==> config.mk <==
export PLATFORM = sky130hd
export DESIGN_NAME = pfx_opdec
export DESIGN_NICKNAME = d
export VERILOG_FILES = /design/src/rtl/pfx_opdec_pkg.sv /design/src/rtl/pfx_map_lookup.sv /design/src/rtl/pfx_mode_ctl.sv /design/src/rtl/pfx_out_reg.sv /design/src/rtl/pfx_opdec.sv
export SDC_FILE = /design/constraint.sdc
export NUM_CORES = 1
export LEC_CHECK = 0
export ABC_AREA = 1
export BUFFER_PORTS_ARGS = -buffer_cell sky130_fd_sc_hd__buf_2
export CORE_ASPECT_RATIO = 0.8
export CORE_MARGIN = 5
export CORE_UTILIZATION = 30
export CTS_CLUSTER_DIAMETER = 120
export CTS_CLUSTER_SIZE = 20
export DETAILED_ROUTE_END_ITERATION = 10
export HOLD_SLACK_MARGIN = 0.06
export PLACE_DENSITY = 0.59
export SKIP_LAST_GASP = 1
export SYNTH_ARGS = -nofsm -noshare
export SYNTH_HDL_FRONTEND = slang
export SYNTH_SLANG_ARGS = --single-unit
==> constraint.sdc <==
create_clock -name clk -period 1.8 [get_ports clk]
set_input_delay 0.27 -clock clk [delete_from_list [all_inputs] [get_ports clk]]
set_output_delay 0.27 -clock clk [all_outputs]
set_load 0.02 [all_outputs]
==> src/rtl/pfx_opdec_pkg.sv <==
package pfx_opdec_pkg;

  localparam int BYTE_W = 8;
  localparam int NIB_W  = BYTE_W / 2;
  localparam int LEN_W  = 3;
  localparam int OP_W   = 5;
  localparam int EBIT   = 4;
  localparam logic [BYTE_W-1:0] PFX_BYTE = 8'hEE;
  localparam logic [BYTE_W-1:0] AM_MASK  = 8'hFC;

  typedef enum logic [1:0] {FMT_ONE, FMT_TWO, FMT_LONG, FMT_BAD} fmt_e;

  typedef enum logic [OP_W-1:0] {
    OP_NONE, OP_PREFIX, OP_NOP, OP_HALT,
    OP_RADD, OP_RSUB, OP_RMUL, OP_RDIV, OP_RCMP, OP_RMOV, OP_RCLR, OP_RSTEP,
    OP_LOAD_ACC, OP_MADD, OP_MSUB, OP_STORE_ACC, OP_JUMP, OP_LOAD_BASE,
    OP_VRADD, OP_VRSUB, OP_VRMUL, OP_VRDIV,
    OP_VMADD, OP_VMSUB, OP_VMMUL, OP_VMDIV,
    OP_VLD0, OP_VLD1, OP_VLD2, OP_VST0, OP_VST1, OP_VST2
  } op_e;

  typedef struct packed {
    logic hit;
    fmt_e fmt;
    op_e  op;
  } look_t;

  typedef struct packed {
    logic             valid;
    logic [LEN_W-1:0] len;
    fmt_e             fmt;
    op_e              op;
    logic             ext;
    logic [NIB_W-1:0] r1;
    logic [NIB_W-1:0] r2;
    logic             bad;
  } res_t;

  function automatic look_t hit_of(fmt_e f, op_e o);
    return '{hit: 1'b1, fmt: f, op: o};
  endfunction

  localparam look_t MISS = '{hit: 1'b0, fmt: FMT_BAD, op: OP_NONE};

  // full-byte entries of the base map
  function automatic look_t base_short(logic [BYTE_W-1:0] b);
    case (b)
      8'hF1: return hit_of(FMT_ONE, OP_NOP);
      8'hF2: return hit_of(FMT_ONE, OP_HALT);
      8'h90: return hit_of(FMT_TWO, OP_RADD);
      8'h94: return hit_of(FMT_TWO, OP_RSUB);
      8'h98: return hit_of(FMT_TWO, OP_RMUL);
      8'h9C: return hit_of(FMT_TWO, OP_RDIV);
      8'hA0: return hit_of(FMT_TWO, OP_RCMP);
      8'hAC: return hit_of(FMT_TWO, OP_RMOV);
      8'hB4: return hit_of(FMT_TWO, OP_RCLR);
      8'hB8: return hit_of(FMT_TWO, OP_RSTEP);
      default: return MISS;
    endcase
  endfunction

  // masked-byte entries of the base map
  function automatic look_t base_long(logic [BYTE_W-1:0] m);
    case (m)
      8'h00: return hit_of(FMT_LONG, OP_LOAD_ACC);
      8'h18: return hit_of(FMT_LONG, OP_MADD);
      8'h1C: return hit_of(FMT_LONG, OP_MSUB);
      8'h0C: return hit_of(FMT_LONG, OP_STORE_ACC);
      8'h3C: return hit_of(FMT_LONG, OP_JUMP);
      8'h68: return hit_of(FMT_LONG, OP_LOAD_BASE);
      default: return MISS;
    endcase
  endfunction

  function automatic look_t ext_short(logic [BYTE_W-1:0] b);
    case (b)
      8'h90: return hit_of(FMT_TWO, OP_VRADD);
      8'h94: return hit_of(FMT_TWO, OP_VRSUB);
      8'h98: return hit_of(FMT_TWO, OP_VRMUL);
      8'h9C: return hit_of(FMT_TWO, OP_VRDIV);
      default: return MISS;
    endcase
  endfunction

  function automatic look_t ext_long(logic [BYTE_W-1:0] m);
    case (m)
      8'h18: return hit_of(FMT_LONG, OP_VMADD);
      8'h1C: return hit_of(FMT_LONG, OP_VMSUB);
      8'h20: return hit_of(FMT_LONG, OP_VMMUL);
      8'h24: return hit_of(FMT_LONG, OP_VMDIV);
      8'h00: return hit_of(FMT_LONG, OP_VLD0);
      8'h68: return hit_of(FMT_LONG, OP_VLD1);
      8'h04: return hit_of(FMT_LONG, OP_VLD2);
      8'h0C: return hit_of(FMT_LONG, OP_VST0);
      8'h7C: return hit_of(FMT_LONG, OP_VST1);
      8'h84: return hit_of(FMT_LONG, OP_VST2);
      default: return MISS;
    endcase
  endfunction

  function automatic logic [LEN_W-1:0] instr_len(fmt_e f, logic ebit);
    case (f)
      FMT_TWO:  return LEN_W'(2);
      FMT_LONG: return ebit ? LEN_W'(4) : LEN_W'(3);
      default:  return LEN_W'(1);
    endcase
  endfunction

endpackage

==> src/rtl/pfx_map_lookup.sv <==
module pfx_map_lookup
  import pfx_opdec_pkg::*;
#(
  parameter bit EXT_MAP = 1'b0
) (
  input  logic [BYTE_W-1:0] byte0,
  output look_t             res
);
  look_t short_res;
  look_t long_res;
  logic [BYTE_W-1:0] masked;

  assign masked = byte0 & AM_MASK;

  generate
    if (EXT_MAP) begin : g_ext
      assign short_res = ext_short(byte0);
      assign long_res  = ext_long(masked);
    end else begin : g_base
      assign short_res = base_short(byte0);
      assign long_res  = base_long(masked);
    end
  endgenerate

  // full byte wins; masked lookup only on a miss
  assign res = short_res.hit ? short_res : long_res;
endmodule

==> src/rtl/pfx_mode_ctl.sv <==
module pfx_mode_ctl (
  input  logic clk,
  input  logic rst_n,
  input  logic accept,
  input  logic pfx_evt,
  input  logic halt_evt,
  output logic pend_q,
  output logic stop_q
);
  always_ff @(posedge clk) begin
    if (!rst_n) begin
      pend_q <= 1'b0;
      stop_q <= 1'b0;
    end else begin
      if (accept) pend_q <= pfx_evt;
      if (halt_evt) stop_q <= 1'b1;
    end
  end
endmodule

==> src/rtl/pfx_out_reg.sv <==
module pfx_out_reg
  import pfx_opdec_pkg::*;
(
  input  logic clk,
  input  logic rst_n,
  input  res_t nxt,
  output res_t cur
);
  always_ff @(posedge clk) begin
    if (!rst_n) cur <= '0;
    else        cur <= nxt;
  end
endmodule

==> src/rtl/pfx_opdec.sv <==
module pfx_opdec
  import pfx_opdec_pkg::*;
(
  input  logic              clk,
  input  logic              rst_n,
  input  logic              in_valid,
  input  logic [BYTE_W-1:0] in_byte0,
  input  logic [BYTE_W-1:0] in_byte1,
  output logic              dec_valid,
  output logic [LEN_W-1:0]  dec_len,
  output logic [1:0]        dec_fmt,
  output logic [OP_W-1:0]   dec_op,
  output logic              dec_ext,
  output logic [NIB_W-1:0]  dec_r1,
  output logic [NIB_W-1:0]  dec_r2,
  output logic              dec_invalid,
  output logic              stopped
);
  logic  pend_q, stop_q;
  logic  accept, is_pfx;
  logic  pfx_evt, halt_evt, bad_evt;
  look_t base_res, ext_res, sel;
  res_t  nxt, cur;

  pfx_map_lookup #(.EXT_MAP(1'b0)) u_base (.byte0(in_byte0), .res(base_res));
  pfx_map_lookup #(.EXT_MAP(1'b1)) u_ext  (.byte0(in_byte0), .res(ext_res));

  assign sel      = pend_q ? ext_res : base_res;
  assign accept   = in_valid & ~stop_q;
  assign is_pfx   = (in_byte0 == PFX_BYTE);
  assign pfx_evt  = accept & is_pfx;
  assign bad_evt  = accept & ~is_pfx & ~sel.hit;
  assign halt_evt = accept & ~is_pfx & sel.hit & (sel.op == OP_HALT);

  always_comb begin
    nxt = '0;
    if (accept) begin
      nxt.valid = 1'b1;
      nxt.ext   = pend_q;
      if (is_pfx) begin
        nxt.fmt = FMT_ONE;
        nxt.op  = OP_PREFIX;
        nxt.len = instr_len(FMT_ONE, 1'b0);
      end else if (sel.hit) begin
        nxt.fmt = sel.fmt;
        nxt.op  = sel.op;
        nxt.len = instr_len(sel.fmt, in_byte1[EBIT]);
        if (sel.fmt == FMT_TWO) begin
          nxt.r1 = in_byte1[BYTE_W-1:NIB_W];
          nxt.r2 = in_byte1[NIB_W-1:0];
        end
      end else begin
        nxt.fmt = FMT_BAD;
        nxt.op  = OP_NONE;
        nxt.len = instr_len(FMT_BAD, 1'b0);
        nxt.bad = 1'b1;
      end
    end
  end

  pfx_mode_ctl u_mode (
    .clk(clk), .rst_n(rst_n), .accept(accept), .pfx_evt(pfx_evt),
    .halt_evt(halt_evt), .pend_q(pend_q), .stop_q(stop_q)
  );

  pfx_out_reg u_out (.clk(clk), .rst_n(rst_n), .nxt(nxt), .cur(cur));

  assign dec_valid   = cur.valid;
  assign dec_len     = cur.len;
  assign dec_fmt     = cur.fmt;
  assign dec_op      = cur.op;
  assign dec_ext     = cur.ext;
  assign dec_r1      = cur.r1;
  assign dec_r2      = cur.r2;
  assign dec_invalid = cur.bad;
  assign stopped     = stop_q;
endmodule

### Yosys cells after proc, flatten, opt, wreduce, memory -nomap -nowiden

Index checks and enable logic that the tools add are counted.

| word-level totals | value |
|---|---|
| register bits after elaboration | 23 |
| latch bits | 0 |
| RAM bits | 0 |
| bits in read-only memories | 0 |
| output and inout port bits | 22 |
| word-level logic and storage cells | 68 |
| memories kept | 0 |

| cells by class | value |
|---|---|
| add/subtract/negate cells | 0 |
| multipliers | 0 |
| div/mod/pow operators | 0 |
| order comparisons | 0 |
| eq/ne operators | 24 |
| shift-type cells | 0 |
| multiplexer cells | 16 |
| bitwise gates (word level) | 11 |
| reductions and logical operators | 5 |

Operator list:

| kind | count |
|---|---|
| case mux 8 bit (10 select lines) | 2 |
| == test 8 bit, second input constant | 11 |
| case mux 8 bit (6 select lines) | 1 |
| 2-to-1 mux 8 bit | 5 |
| case mux 8 bit (4 select lines) | 1 |
| 2-to-1 mux 21 bit | 1 |
| 2-to-1 mux 10 bit | 2 |
| == test 6 x 4 -> 1 bit, second input constant | 3 |
| == test 6 x 3 -> 1 bit, second input constant | 2 |
| == test 6 x 5 -> 1 bit, second input constant | 2 |
| 2-to-1 mux 9 bit | 1 |
| zero test 8 bit | 1 |
| == test 6 x 1 -> 1 bit, second input constant | 1 |
| == test 6 x 2 -> 1 bit, second input constant | 1 |
| == test 6 bit, second input constant | 1 |
| NOT 1 bit | 6 |
| case mux 3 bit (2 select lines) | 1 |
| AND 1 bit | 5 |
| == test 5 x 2 -> 1 bit, second input constant | 1 |
| OR reduction 5 bit | 1 |
| OR reduction 4 bit | 1 |
| 2-to-1 mux 3 bit | 1 |
| OR reduction 3 bit | 1 |
| == test 2 x 1 -> 1 bit, second input constant | 1 |
| other kinds (3) | 3 |

### Depth between registers and ports, before layout

| depth | value |
|---|---|
| depth after elaboration | 9 |
| mapped depth | 15 |

### Cells and area by module

From an unflattened synthesis, not the netlist that was laid out.

| unflattened totals | value |
|---|---|
| cell total of the unflattened synthesis | 300 |
| area total of the unflattened synthesis | 1,750.4 um2 |

Modules (own cells, without submodules):

| module | times used | cells each | area an instance (um2) |
|---|---|---|---|
| pfx_out_reg | 1 | 65 | 600.6 |
| pfx_opdec | 1 | 91 | 460.4 |
| pfx_map_lookup (u_base) | 1 | 71 | 322.8 |
| pfx_map_lookup (u_ext) | 1 | 65 | 297.8 |
| pfx_mode_ctl | 1 | 8 | 68.8 |

### Least setup slack after synthesis

OpenSTA, ideal clock, no wires.

| timing path | value |
|---|---|
| path kind | input-to-reg |
| start | input in_byte0[7] |
| end | register, netlist name u_out.cur[17] |
| library setup time | 0.109 ns |
| data arrival time | 1.668 ns |
| data required time | 1.691 ns |
| path slack | 0.023 ns |
| cell stages on the path | 12 |
| path buffers | 0 |
| cell sequence | nor2_1 -> nand3_1 -> nand3_1 -> nor2_1 -> nand2_1 -> nand2_2 -> o22ai_1 -> ha_1 -> a21oi_1 -> nand2_1 -> nand2_1 -> inv_1 |

| on the way | value |
|---|---|
| cells in the longest elaborated chain, start to end | 8 |

Ends and longest elaborated chain:

| item | RTL line | source |
|---|---|---|
| start, declared | pfx_opdec.sv:7 | `input logic [BYTE_W-1:0] in_byte0,` |
| == test 8 bit (tied with other cells) | pfx_opdec_pkg.sv:47 | `case (b)` |
| case mux 8 bit (10 select lines) (tied with other cells) | pfx_opdec_pkg.sv:47 |  |
| 2-to-1 mux 8 bit | pfx_map_lookup.sv:26 | `assign res = short_res.hit ? short_res : long_res;` |
| 2-to-1 mux 8 bit | pfx_opdec.sv:28 | `assign sel = pend_q ? ext_res : base_res;` |
| == test 2 bit or == test 2 x 1 -> 1 bit (tied branches) | pfx_opdec_pkg.sv:102 | `case (f)` |
| case mux 3 bit (2 select lines) | pfx_opdec_pkg.sv:102 |  |
| 2-to-1 mux 10 bit | pfx_opdec.sv:44 | `end else if (sel.hit) begin` |
| 2-to-1 mux 10 bit (*) | pfx_opdec.sv:40 | `if (is_pfx) begin` |

Every way passes the cells marked *; elsewhere a longest branch is shown, timed or not.
A chain may end at the register's enable or synchronous reset.

### Final worst setup path

| timing path | value |
|---|---|
| start | input in_byte0[5] |
| end | register, netlist name u_out.cur[18] |

| on the way | value |
|---|---|
| cells in the longest elaborated chain, start to end | 6 |

Ends and longest elaborated chain:

| item | RTL line |
|---|---|
| == test 8 bit (tied with other cells) | pfx_opdec_pkg.sv:47 |
| case mux 8 bit (10 select lines) (tied with other cells) | pfx_opdec_pkg.sv:47 |
| 2-to-1 mux 8 bit | pfx_map_lookup.sv:26 |
| 2-to-1 mux 8 bit | pfx_opdec.sv:28 |
| == test 2 bit (tied with other cells) | pfx_opdec_pkg.sv:102 |
| case mux 3 bit (2 select lines) or OR reduction 4 bit (tied branches) | -- |

Several ways; a longest one is shown, not always the timed one.

==> out/results.md <==
| Quantity | Reported |
| --- | --- |
| DIE AREA | 5503 um^2 |
| Cell Int Power | 0.0007652 W |
| Count of flip-flops with a built-in enable after synthesis | 0 |
| Pleak | 1.022 nW |
| Xor/xnor cell area share of the yosys netlist | 0% |
| Worst Path Required | 1.96 ns |
| Proportion of layout cells with a drive suffix above 1 | 35.21% |
| Final worst path period share | 92.53% |
| Compound-Gate Fraction of Synth Area | 5.071% |
| Clock-pin slew of the registers on the worst-case setup and hold paths | 0.09 ns |
| Cell area power density | 590.4 nW/um^2 |
| Boundary pin count | 41 |
| Worst min path class | in -> reg |
| Max-slew violation count | 0 |
| Effective utilization at floorplan | 31.81% |
| Syn_area_per_cell | 6.359 um^2 |
| Num Clock Sinks | 23 |
| Overall Global Routing Usage | 12.45% |
| Critical path, cell by cell | buf_2 > inv_1 > nand2_1 > nor2_2 > inv_1 > nor2_1 > inv_1 > nand2_2 > nor2_2 > o22ai_2 > inv_1 > ha_1 > a21oi_1 > nor3_2 |
| Worst setup path category | in -> reg |
| Outcome | finished, final reports clean |
| Mux cell area share after synthesis | 0% |
| Initial detailed-routing violation count | 113 |
| Per-cell via count in the routed design | 4.196 |
| Clock buffer depth | 2 |
| Clock buffer count from CTS | 3 |
| Kind of end point of the critical path | flip-flop |
| Instance count after placement with tap cells included | 318 |
| Synthesized-area fraction occupied by adder cells | 2.028% |
| Net Sw Frac | 27.81% |
| Kind of cell with the highest combined delay on the critical path | simple AND/OR/NAND/NOR gates |
| Crit-path most repeated cell | sky130_fd_sc_hd__inv_1 |
| Arr. time, crit path | 1.83 ns |
| Internal reg-to-reg setup slack | 0.33 ns |
| Most frequently used flop master after synthesis | sky130_fd_sc_hd__dfxtp_1 |
| Remaining antenna violation count | 0 |
| Kind of launch point of the worst setup path | input pin |
| Tightest hold margin | 0.1991 ns |
| Total vias in the final route | 1,351 |
| Routed WL | 3.224 mm |
| Asr flop ratio synth | 0% |
| Fraction of the yosys area taken by sequential cells | 37.32% |
| Remaining global-route overflow | 0 |
| Switching power summed over all nets | 0.0002948 W |
| Inserted Diodes | 0 |
| Cell variety after synth | 22 |
| Final Hold Violating Endpoints | 0 |
| # port buffers | 40 |
| Net count of the mapped netlist | 215 |
| Total number of placement rows | 20 |
| Antenna violations before repair | 0 |
| Slowest cell on crit path | sky130_fd_sc_hd__ha_1 |
| Max incr delay on CP | 0.25 ns |
| Minimum period implied by the final worst setup slack | 1.666 ns |
| Clock Skews | 0.01008 ns |
| Root buf cell | sky130_fd_sc_hd__clkbuf_8 |
| Post-route DRC violation count | 0 |
| Number of nets in the final layout | 289 |
| Synthesized area | 1234 um^2 |
| Final Non-Filler Cells | 322 |
| Standard cell area after detailed placement | 1720 um^2 |
| Worst slew pin tran | 0.3500 ns |
| Die Ht | 67.36 um |
| Simple-Gate Fraction of Synth Area | 44.62% |
| Achievable clock frequency | 0.6004 GHz |
| Routability Congestion | 0.8977 |
| Relative contribution of combinational cells to total power | 20.1% |
| Setup repair after global routing missed its margin | yes |
| Area grow syn2layout | 45.54% |
| Clock H-tree levels | 1 |
| Peak supply drop | 0.3438 mV |
| First-pass GRT wire length | 5.271 mm |
| Die outline width | 81.70 um |
| Number of global-route vias before repair | 1,190 |
| Largest family of logic cells by synthesized area | simple AND/OR/NAND/NOR gates |
| Final design instance area without fill | 1795 um^2 |
| Drt wl/cell | 10.01 um |
| Normalized max-slew margin | 76.49% |
| Maximum number of pins on one net before global-route repair | 15 |
| Number of setup violations in the final report | 0 |
| Fraction of power consumed by the clock network | 30.7% |
| Fill count | 422 |
| Dpl hpwl | 2.638 mm |
| Flops & latches, synth | 23 |
| Top fanout value on the critical path | 4 |
| CP Buf/Inv Count | 5 |
| Number of iterations in the first detailed-routing pass | 4 |
| TritonCTS clock tree | yes |
| Worst-skew pair later-pin latency | 0.27 ns |
| Part of the total power dissipated in sequential elements | 49.3% |
| Area of the placeable core | 3879 um^2 |
| Synthesized netlist cell count | 194 |
| Yosys warning total | 0 |
| Count of maximum capacitance violations | 0 |
final cells by class:
cell class	instances	area [um^2]	area share, %
clock buffers	3	41.29	2.300
clock inverters	1	7.507	0.4181
inverters	36	135.1	7.526
multi-input cells	135	664.4	37.00
flip-flops and latches	23	460.4	25.64
well taps	55	68.82	3.833
repair buffers	69	417.9	23.28
worst paths after layout:
| path | from | endpoint | cells past startpoint |
|---|---|---|---|
| setup reg to reg | u_mode.pend_q | u_mode.stop_q | 9 |
| setup / recovery | in_byte0[5] | u_out.cur[18] | 14 |
| hold reg to reg | u_mode.stop_q | u_mode.stop_q | 2 |
| hold / removal | in_byte1[0] | u_out.cur[1] | 3 |
placed cells by master, fill, tap and decap left out, types with 2 or more instances in the layout:
cell type                  netlist  layout
sky130_fd_sc_hd__buf_4           0      29
sky130_fd_sc_hd__nand2_1        43      43
sky130_fd_sc_hd__nand3_1        14      12
sky130_fd_sc_hd__nand2_2         4       4
sky130_fd_sc_hd__nor2_2          1       5
sky130_fd_sc_hd__buf_2           0      40
sky130_fd_sc_hd__ha_1            2       2
sky130_fd_sc_hd__inv_1          33      33
sky130_fd_sc_hd__a21oi_1         7       7
sky130_fd_sc_hd__nor2_1         48      44
sky130_fd_sc_hd__nand3_2         1       3
sky130_fd_sc_hd__nand4_1         5       5
sky130_fd_sc_hd__dfxtp_1        23      23
sky130_fd_sc_hd__inv_2           2       2
sky130_fd_sc_hd__nand2_4         2       2
sky130_fd_sc_hd__clkbuf_8        0       3
per-layer routing:
| metal | share of wire, % | global-route usage (%) | up-vias |
|---|---|---|---|
| li1 | - | - | 736 |
| met1 | 52 | 17.41 | 582 |
| met2 | 41 | 19.11 | 28 |
| met3 | 4.9 | 2.800 | 5 |
| met4 | 1.4 | 3.734 | 0 |
| met5 | 0 | 0 | - |
power by group through the flow:
stage	Clock (W)	Sequential [W]	Combinational, W
3_5_place_dp	0	0.000534	0.000207
3_3_place_gp	0	0.000534	0.000207
6_report	0.000325	0.000522	0.000213
4_1_cts	0.000337	0.000522	0.000208
2_1_floorplan	0	0.000546	0.0000948
5_1_grt	0.000359	0.000523	0.000237
worst register-to-register path: stages (launching register included):
cell and delay (ns):
sky130_fd_sc_hd__dfxtp_1 0.42, sky130_fd_sc_hd__clkinv_1 0.12, sky130_fd_sc_hd__buf_4 0.18, sky130_fd_sc_hd__a21oi_1 0.14, sky130_fd_sc_hd__nand2_1 0.08, sky130_fd_sc_hd__nand2_1 0.10
sky130_fd_sc_hd__nand2_1 0.06, sky130_fd_sc_hd__nor2_1 0.08, sky130_fd_sc_hd__nand3_1 0.08, sky130_fd_sc_hd__a21oi_1 0.13
through the flow:
step	utilization, %	TNS [ns]	total power (W)	setup slack (ns)
final	46.29	0	0.001060	0.1344
after global routing	46.29	-0.01858	0.001120	-0.01858
after CTS	45.61	0	0.001067	0.02862
after detailed placement	44.35	-1.834	0.0007407	-0.2299
after global placement	44.35	-1.848	0.0007410	-0.2113
after floorplan	-	0	0.0006406	0.02292
Yosys cell counts, types with 2 or more instances:
cell type / instances / area share (%)
sky130_fd_sc_hd__a21oi_1: 7 / 2.8
sky130_fd_sc_hd__dfxtp_1: 23 / 37
sky130_fd_sc_hd__ha_1: 2 / 2.0
sky130_fd_sc_hd__inv_1: 33 / 10
sky130_fd_sc_hd__inv_2: 2 / 0.61
sky130_fd_sc_hd__nand2_1: 43 / 13
sky130_fd_sc_hd__nand2_2: 4 / 2.0
sky130_fd_sc_hd__nand2_4: 2 / 1.8
sky130_fd_sc_hd__nand3_1: 14 / 5.7
sky130_fd_sc_hd__nand4_1: 5 / 2.5
sky130_fd_sc_hd__nor2_1: 48 / 15
kinds of logic after synthesis:
kind of cell / Yosys count
buffers and inverters: 36
adder cells (fa/ha/maj): 2
AO/OA/AOI/OAI: 11
flip-flops: 23
AND/OR/NAND/NOR: 122
repair_timing:
action	4_1_cts	5_1_grt
endpoints found under the setup margin	0	10
hold buffers	0	0
gates resized for setup	0	7
setup buffers	0	0
sequential cells by signal (all words and copies together), names as in the netlist:
name           count
u_out.cur         21
u_mode.pend_q      1
u_mode.stop_q      1
Note: power is estimated with default switching activity, not from simulation.
